## src/rtl/ivc_pkg.sv

```systemverilog
package ivc_pkg;
  localparam int NSRC = 10;
  localparam int IDXW = 3;

  typedef enum logic [IDXW-1:0] {
    V_TB   = 3'd0,
    V_SPI  = 3'd1,
    V_TMR2 = 3'd2,
    V_TMR1 = 3'd3,
    V_KWI  = 3'd4,
    V_IRQ  = 3'd5,
    V_SWI  = 3'd6,
    V_RST  = 3'd7
  } vec_e;

  // source bit -> shared vector group; bit order is priority order
  function automatic vec_e src_group(input int idx);
    case (idx)
      0, 1:    return V_IRQ;
      2:       return V_KWI;
      3, 4, 5: return V_TMR1;
      6, 7:    return V_TMR2;
      8:       return V_SPI;
      default: return V_TB;
    endcase
  endfunction
endpackage

```

## src/rtl/ivc_rst_sync.sv

```systemverilog
module ivc_rst_sync #(
  parameter int STAGES = 2
) (
  input  logic clk,
  input  logic rst_req,
  output logic rst_hold
);
  logic [STAGES-1:0] sh;

  always_ff @(posedge clk or posedge rst_req) begin
    if (rst_req) sh <= '1;
    else         sh <= {sh[STAGES-2:0], 1'b0};
  end

  assign rst_hold = sh[STAGES-1];
endmodule

```

## src/rtl/ivc_arbiter.sv

```systemverilog
module ivc_arbiter
  import ivc_pkg::*;
#(
  parameter int N = NSRC
) (
  input  logic [N-1:0] elig,
  output logic         any,
  output vec_e         grp
);
  always_comb begin
    any = 1'b0;
    grp = V_TB;
    for (int i = N - 1; i >= 0; i--) begin
      if (elig[i]) begin
        any = 1'b1;
        grp = src_group(i);
      end
    end
  end
endmodule

```

## src/rtl/ivc_seq.sv

```systemverilog
module ivc_seq
  import ivc_pkg::*;
(
  input  logic clk,
  input  logic rst_any,
  input  logic rst_hold,
  input  logic hw_any,
  input  vec_e hw_grp,
  input  logic swi_fetch,
  input  logic ack,
  input  logic insn_done,
  output logic req,
  output vec_e vec_q,
  output logic take_q,
  output logic busy,
  output logic swi_pend
);
  logic take;

  assign req  = !rst_any && !rst_hold && !busy && (swi_pend || hw_any);
  assign take = req && ack;

  always_ff @(posedge clk or posedge rst_any) begin
    if (rst_any) begin
      vec_q    <= V_RST;
      take_q   <= 1'b0;
      busy     <= 1'b0;
      swi_pend <= 1'b0;
    end else if (rst_hold) begin
      vec_q    <= V_RST;
      take_q   <= 1'b0;
      busy     <= 1'b0;
      swi_pend <= 1'b0;
    end else begin
      take_q <= take;
      if (take) vec_q <= swi_pend ? V_SWI : hw_grp;
      if (take)           busy <= 1'b1;
      else if (insn_done) busy <= 1'b0;
      if (swi_fetch)             swi_pend <= 1'b1;
      else if (take && swi_pend) swi_pend <= 1'b0;
    end
  end
endmodule

```

## src/rtl/irq_vec_ctrl.sv

```systemverilog
module irq_vec_ctrl
  import ivc_pkg::*;
#(
  parameter int          ADDR_W     = 16,
  parameter int          SYNC_STG   = 2,
  parameter logic [11:0] USER_BASE  = 12'hFFF,
  parameter logic [11:0] CHECK_BASE = 12'hFFE
) (
  input  logic              clk,
  input  logic              por_req,
  input  logic              pin_rst_req,
  input  logic              wdog_rst_req,
  input  logic              wdog_rst_en,
  input  logic [NSRC-1:0]   src_pend,
  input  logic [NSRC-1:0]   src_en,
  input  logic              ibit,
  input  logic              swi_fetch,
  input  logic              insn_done,
  input  logic              self_check,
  input  logic              irq_ack,
  output logic              irq_req,
  output logic [ADDR_W-1:0] vec_addr,
  output logic              set_ibit,
  output logic              core_rst
);
  localparam int BASE_W = ADDR_W - IDXW - 1;

  logic            rst_any, rst_hold, rst_out;
  logic [NSRC-1:0] elig;
  logic            hw_any, take_q, busy, swi_pend;
  vec_e            hw_grp, vec_q, vec_sel;
  logic [BASE_W-1:0] base;

  assign rst_any = por_req | pin_rst_req | (wdog_rst_req & wdog_rst_en);
  assign rst_out = rst_any | rst_hold;

  ivc_rst_sync #(.STAGES(SYNC_STG)) u_sync (
    .clk(clk), .rst_req(rst_any), .rst_hold(rst_hold)
  );

  for (genvar g = 0; g < NSRC; g++) begin : g_mask
    assign elig[g] = src_pend[g] & src_en[g] & ~ibit;
  end

  ivc_arbiter #(.N(NSRC)) u_arb (.elig(elig), .any(hw_any), .grp(hw_grp));

  ivc_seq u_seq (
    .clk(clk), .rst_any(rst_any), .rst_hold(rst_hold),
    .hw_any(hw_any), .hw_grp(hw_grp), .swi_fetch(swi_fetch),
    .ack(irq_ack), .insn_done(insn_done), .req(irq_req),
    .vec_q(vec_q), .take_q(take_q), .busy(busy), .swi_pend(swi_pend)
  );

  assign base     = self_check ? CHECK_BASE[BASE_W-1:0] : USER_BASE[BASE_W-1:0];
  assign vec_sel  = rst_out ? V_RST : vec_q;
  assign vec_addr = {base, vec_sel, 1'b0};
  assign set_ibit = rst_out | take_q;
  assign core_rst = rst_out;
endmodule

```

## config.mk

```make
export PLATFORM = sky130hd
export DESIGN_NAME = irq_vec_ctrl
export DESIGN_NICKNAME = d
export VERILOG_FILES = /design/src/rtl/ivc_pkg.sv /design/src/rtl/ivc_rst_sync.sv /design/src/rtl/ivc_arbiter.sv /design/src/rtl/ivc_seq.sv /design/src/rtl/irq_vec_ctrl.sv
export SDC_FILE = /design/constraint.sdc
export NUM_CORES = 1
export LEC_CHECK = 0
export BUFFER_PORTS_ARGS = -buffer_cell sky130_fd_sc_hd__buf_2
export CAP_MARGIN = 20
export CORE_MARGIN = 2
export CORE_UTILIZATION = 33
export DETAILED_ROUTE_END_ITERATION = 16
export MAX_ROUTING_LAYER = met4
export PLACE_DENSITY = 0.81
export REMOVE_ABC_BUFFERS = 1
export SLEW_MARGIN = 5
export SYNTH_ARGS = -nofsm -noshare
export SYNTH_HDL_FRONTEND = slang
export SYNTH_SLANG_ARGS = --single-unit
```

## constraint.sdc

```tcl
create_clock -name clk -period 1.3 [get_ports clk]
set_clock_uncertainty 0.05 [all_clocks]
set_input_delay 0.13 -clock clk [delete_from_list [all_inputs] [get_ports clk]]
set_output_delay 0.13 -clock clk [all_outputs]
set_load 0.05 [all_outputs]
```

==> impl_metrics.toml, run 1 <==
[outcome]
outcome = "finished, violations left"
failed_checks = "setup timing"

[global_routing]
first_pass_grt_wire_length_um = 2190
grt_antenna_before_repair = 0
globalRouteOverflowTotal = 0
first_global_vias = 575
grt.total_usage = 0.149
largest_net_degree_at_the_start_of_global_routing = 9

[worst_setup_path]
timing.critical_path.to = "vec_addr[2]"
reg2reg_from = "u_sync.sh[1]$_DFF_PP1_"
cp-startpoint = "u_sync.sh[1]$_DFF_PP1_"
r2r_end = "u_seq.vec_q[1]$_DFFE_PP1P_"
r2r_cells = 4
worstPathRequired_ns = 1.12
critical_path_fanout_max = 4
worst_path_arrival_time_ns = 1.45
criticalPathCategory = "reg2out"
worst_setup_path_start_kind = "flop"
timing.reg2reg.setup_slack_ns = -0.16
crit_path_end_kind = "primary output"

[sta]
report.final.hold_viol_count = 0
final_critical_path_setup_slack_ns = -0.326
final-max-slew-violation-count = 0
fin_hold_ws_ns = 0.0691
fin_setup_tns_ns = -2.62
post-route-period-util = 1.25
grt_setup_unrepaired = "true"
report.final.setup_viol = 12
timing.final.crit_period_ns = 1.63
clock.fmax_mhz = 615

[logic_synthesis]
synth.avg_cell_area_sq_um = 9.35
synth_area_leaders = "dfstp_2, buf_4, dfrtp_1"
seq_area_frac_synth = 0.350
synthDistinctLibCells = 22
postSynthCellCount = 63
yosys_register_bits = 8
post_synth_instance_area_sq_um = 589
post-synth-top-area-cell = "dfstp_2"
synth_warnings = 0
synth_top_area_share = 0.223

[clocking]
clock-sinks = 8
path_clk_slew_ns = 0.05
clockRootBuffer = "clkbuf_4"
worst_skew_pair.late_latency_ns = 0.25
cts_made_buffers = 3
cts.path.max_buffers = 2
cts_tree = "built"
cts_htree_levels = 1

[power]
seqPwrFrac = 0.380
power.leakage_nw = 0.480
ir_drop_uv = 549
total_switching_power_w = 0.000252
power.share.clock = 0.277
power_switching_share = 0.350
total_power_w = 0.000722
total_power_divided_by_cell_area_mw_per_mm2 = 787
internal_power_w = 0.000469
power.share.combinational = 0.343

[floorplanning]
num_rows = 15
die-area_sq_mm = 0.00214
effective_utilization_at_floorplan = 0.345
die-width_um = 46.3
fp.coreArea_sq_mm = 0.00171
die_height_um = 46.3
floorplan.io_pins = 49

[place]
place.port_buffers = 36
place_hpwl_um = 1130
globalplace.congestion = 0.811

[detailed_routing]
routed_wl_um = 1340
route.detailed.wl_per_inst_um = 9.93
drt-initial-drc-count = 11
route.detailed.vias_per_inst = 4.33
via_count = 584
drt_pre_antenna_iters = 5
route.detailed.drc = 0
postRouteAntennaNets = 0

[hold_path]
hold_path_startpoint = "insn_done"
min_delay_path_depth = 4
min-delay-path-class = "in2reg"

[finish]
layout-area-overhead-vs-synth_pct = 55.6
post_route_cells_drive_above_1_share = 0.545
n_fill_cell = 164
multiInputGateArea_sq_um = 340
net_count_of_the_finished_layout = 141
antenna_cells_inserted = 0
ff_latch_area_sq_um = 206

[flow_run]
max_cap_viols = 0
logic make-up (layout without fill, tap and decap cells):
group                  after synthesis  in the layout  share of synthesized area
AO/OA/AOI/OAI                       12             12                      0.225
buffers and inverters               17             53                      0.185
flip-flops                           8              8                      0.350
multiplexers                         3              3                     0.0510
other                                2             13                     0.0127
AND/OR/NAND/NOR                     21             21                      0.176
per-layer routing:
| layer | share of wire | vias to the layer above | global-route usage |
|---|---|---|---|
| met4 | 0.012 | 0 | 0.0743 |
| met3 | 0.075 | 2 | 0.0549 |
| li1 | - | 288 | - |
| met5 | 0 | - | - |
| met1 | 0.37 | 266 | 0.138 |
| met2 | 0.54 | 28 | 0.264 |
final cells by class:
| type | count | share of cell area |
|---|---|---|
| sequential | 8 | 0.225 |
| tap | 25 | 0.0341 |
| clock buffer | 4 | 0.0286 |
| multi-input combinational | 49 | 0.371 |
| inverter | 5 | 0.0205 |
| timing repair buffer | 44 | 0.321 |
cell usage after synthesis:
library cell / n
a41oi_1: 2
a22oi_1: 2
a31oi_1: 1
nor2_1: 6
o31ai_4: 1
nor3_1: 4
dfrtp_1: 3
inv_1: 5
mux2i_1: 3
nand2b_1: 4
nand2_1: 4
a222oi_1: 2
and3b_1: 1
conb_1: 2
o21bai_1: 1
a21bo_2: 1
buf_4: 12
dfstp_2: 5
a211oi_1: 1
and2_1: 1
nor2b_1: 1
a2111oi_4: 1
sequential cells by signal, summed over array words and instances, names as in the netlist:
register	count
u_seq.vec_q	3
u_seq.swi_pend	1
u_seq.take_q	1
u_sync.sh	2
u_seq.busy	1
cell usage in the layout (no fill, tap or decap), drive strengths merged, types with 4 or more instances in the layout:
| cell | count |
|---|---|
| nor2 | 6 |
| conb | 13 |
| buf | 43 |
| clkbuf | 4 |
| nand2 | 4 |
| nor3 | 4 |
| inv | 5 |
| dfstp | 5 |
| nand2b | 4 |
power by group through the flow:
stage	Sequential [W]	Combinational, W	Clock, W
after floorplan	0.000276	0.000150	0
after global placement	0.000276	0.000225	0
after detailed placement	0.000277	0.000229	0
after CTS	0.000273	0.000242	0.000209
after global routing	0.000275	0.000268	0.000230
final	0.000274	0.000247	0.000200
timing repair:
| item | 4_1_cts | 5_1_grt |
|---|---|---|
| gates resized for setup | 15 | 7 |
| setup buffers | 1 | 1 |
| setup endpoints to repair | 10 | 12 |
| pin swaps | 0 | 2 |
| endpoints found under the hold margin | 3 | 0 |
| hold buffers | 1 | 0 |
worst max-delay path: stages, from the launching register on:
cell and delay [ns]:
dfstp_2 0.38, a2111oi_4 0.38, buf_4 0.22, nand2b_1 0.07, buf_6 0.15
per-stage QoR:
step,instances,cell area (sq um),util,worst slack (ns)
final,135,917,0.537,-0.326
after global routing,135,917,0.537,-0.451
after global placement,129,797,0.467,-0.254
after floorplan,62,541,-,-1.03
after detailed placement,129,797,0.467,-0.318
after CTS,135,895,0.524,-0.310
worst min-delay path by stage:
stage                                   to  slack [ns]
floorplan           u_seq.busy$_DFFE_PP0P_        0.23
global placement    u_seq.take_q$_DFF_PP0_        0.24
detailed placement  u_seq.take_q$_DFF_PP0_        0.26
CTS                 u_seq.busy$_DFFE_PP0P_        0.06
global route        u_seq.busy$_DFFE_PP0P_        0.09
finish              u_seq.busy$_DFFE_PP0P_        0.07
Note: power is estimated with default switching activity, not from simulation.
==> run 2, diff against run 1 <==
- CORE_UTILIZATION: 33 -> 37
- PLACE_DENSITY: 0.81 -> 0.85
- clock period: 1.3 -> 1.65 ns (I/O delays scaled with it)
==> run 2 against run 1 <==
The flow still finishes with violations (setup timing). Die area fell by 9.9%. Final cell count fell by 11%. Core utilization fell by 1.3 points. Sequential share of layout area rose by 3.6 points. Worst hold slack got worse by 0.035 ns. Sequential power fell by 21%. Critical path type unchanged. Combinational power fell by 30%. Flip-flop and latch count did not move. Largest power group unchanged. Register-to-register slack improved by 0.45 ns. Setup slack improved by 0.30 ns.
==> impl_metrics.toml, run 2 (same netlist as run 1, synthesis figures left out) <==
[finish]
layout_common_cells = "buf_2, conb_1, nor2_1, inv_1, dfstp_2"
multiInputGateArea_sq_um = 315
n_fill_cell = 163
largest_register_ff_count = 3
layout-area-overhead-vs-synth_pct = 34.0
mostFrequentLayoutCell = "buf_2"
net_count_of_the_finished_layout = 135
ff_latch_area_sq_um = 206
post_route_cells_drive_above_1_share = 0.471
utilization_of_the_core_after_routing = 0.524
regMostFlops = "u_seq.vec_q"
antenna_cells_inserted = 0
top_regs = "u_seq.vec_q x3, u_sync.sh x2"

[place]
place.port_buffers = 36
globalplace.congestion = 0.857
place_hpwl_um = 1090
pre_cts_slack_ns = -0.0294

[power]
ir_drop_uv = 398
total_power_divided_by_cell_area_mw_per_mm2 = 703
power.leakage_nw = 0.421
total_power_w = 0.000555

[sta]
final-max-slew-violation-count = 0
grt_setup_unrepaired = "true"
timing.final.crit_period_ns = 1.68
fin_setup_tns_ns = -0.0294
final_critical_path_setup_slack_ns = -0.0294
post-route-period-util = 1.02
report.final.setup_viol = 1
report.final.hold_viol_count = 0
fin_hold_ws_ns = 0.0343
clock.fmax_mhz = 595

[outcome]
failed_checks = "setup timing"
outcome = "finished, violations left"

[floorplanning]
effective_utilization_at_floorplan = 0.391
die_height_um = 43.9
die-width_um = 43.9
floorplan.io_pins = 49
fp.coreArea_sq_mm = 0.00151
die-area_sq_mm = 0.00193
num_rows = 14

[worst_setup_path]
r2r_cells = 4
r2r_end = "u_seq.vec_q[2]$_DFFE_PP1P_"
worstPathRequired_ns = 1.43
timing.reg2reg.setup_slack_ns = 0.29
reg2reg_from = "u_sync.sh[1]$_DFF_PP1_"
critical_path_fanout_max = 6
worst_path_arrival_time_ns = 1.46
worst_setup_path_start_kind = "flop"
crit_path_end_kind = "primary output"
criticalPathCategory = "reg2out"

[flow_run]
max_cap_viols = 0

[clocking]
path_clk_slew_ns = 0.07
postCtsSetupRepairBufs = 0
cts_made_buffers = 3
clockRootBuffer = "clkbuf_4"
cts.path.max_buffers = 2
worst_skew_pair.late_latency_ns = 0.26
number_of_buffers_inserted_by_hold_repair_at_cts = 0
cts_repair_resize_count = 1
cts_tree = "built"
clock-sinks = 8
cts_htree_levels = 1

[global_routing]
globalRouteOverflowTotal = 0
largest_net_degree_at_the_start_of_global_routing = 9
first_global_vias = 556
grt_antenna_before_repair = 0
first_pass_grt_wire_length_um = 2180
grt.total_usage = 0.155

[detailed_routing]
routed_wl_um = 1300
route.detailed.vias_per_inst = 4.67
drt_pre_antenna_iters = 4
route.detailed.drc = 0
via_count = 560
route.detailed.wl_per_inst_um = 10.9
drt-initial-drc-count = 10
postRouteAntennaNets = 0

[hold_path]
min-delay-path-class = "in2async"
run 2: cell count changes in the layout (fill, tap and decap cells not counted), moves of 2 or more:
cell	change
inv_2	-2
buf_6	-7
buf_4	-2
buf_2	+4
nor3_1	+2
inv_1	+2
run 2: through the flow:
stage | instances | area [sq um]
finish | 120 | 790
global route | 120 | 790
CTS | 120 | 785
detailed placement | 116 | 756
global placement | 116 | 756
floorplan | 62 | 541
run 2: final cells by class:
cell class,count,share of cell area
Inverter,5,0.0238
Clock buffer,4,0.0333
Tap cell,16,0.0254
Sequential cell,8,0.261
Multi-Input combinational cell,49,0.399
Timing Repair Buffer,38,0.257
run 2: power by group:
part           switching [W]  internal [W]  total, W
logic               0.000119     0.0000535  0.000173
clock network      0.0000732     0.0000927  0.000166
registers         0.00000836      0.000208  0.000217
run 2: worst max-delay path by stage:
stage | end | start | cells past startpoint
floorplan | irq_req | u_sync.sh[1]$_DFF_PP1_ | 3
global placement | u_seq.vec_q[2]$_DFFE_PP1P_ | src_pend[5] | 5
detailed placement | u_seq.vec_q[0]$_DFFE_PP1P_ | src_pend[5] | 5
CTS | irq_req | u_sync.sh[1]$_DFF_PP1_ | 4
global route | irq_req | u_sync.sh[1]$_DFF_PP1_ | 4
finish | irq_req | u_sync.sh[1]$_DFF_PP1_ | 4
run 2: critical path, cell delays in order (launching register included):
cell and delay [ns]:
dfstp_2 0.41, a2111oi_4 0.26, inv_1 0.11, nor3_1 0.20, buf_4 0.23
run 2: metal layers:
layer / wire [um] / global-route usage
met1: 480 / 0.155
met2: 721 / 0.297
met3: 101 / 0.0375
met4: 0 / 0.0364
met5: 0 / -
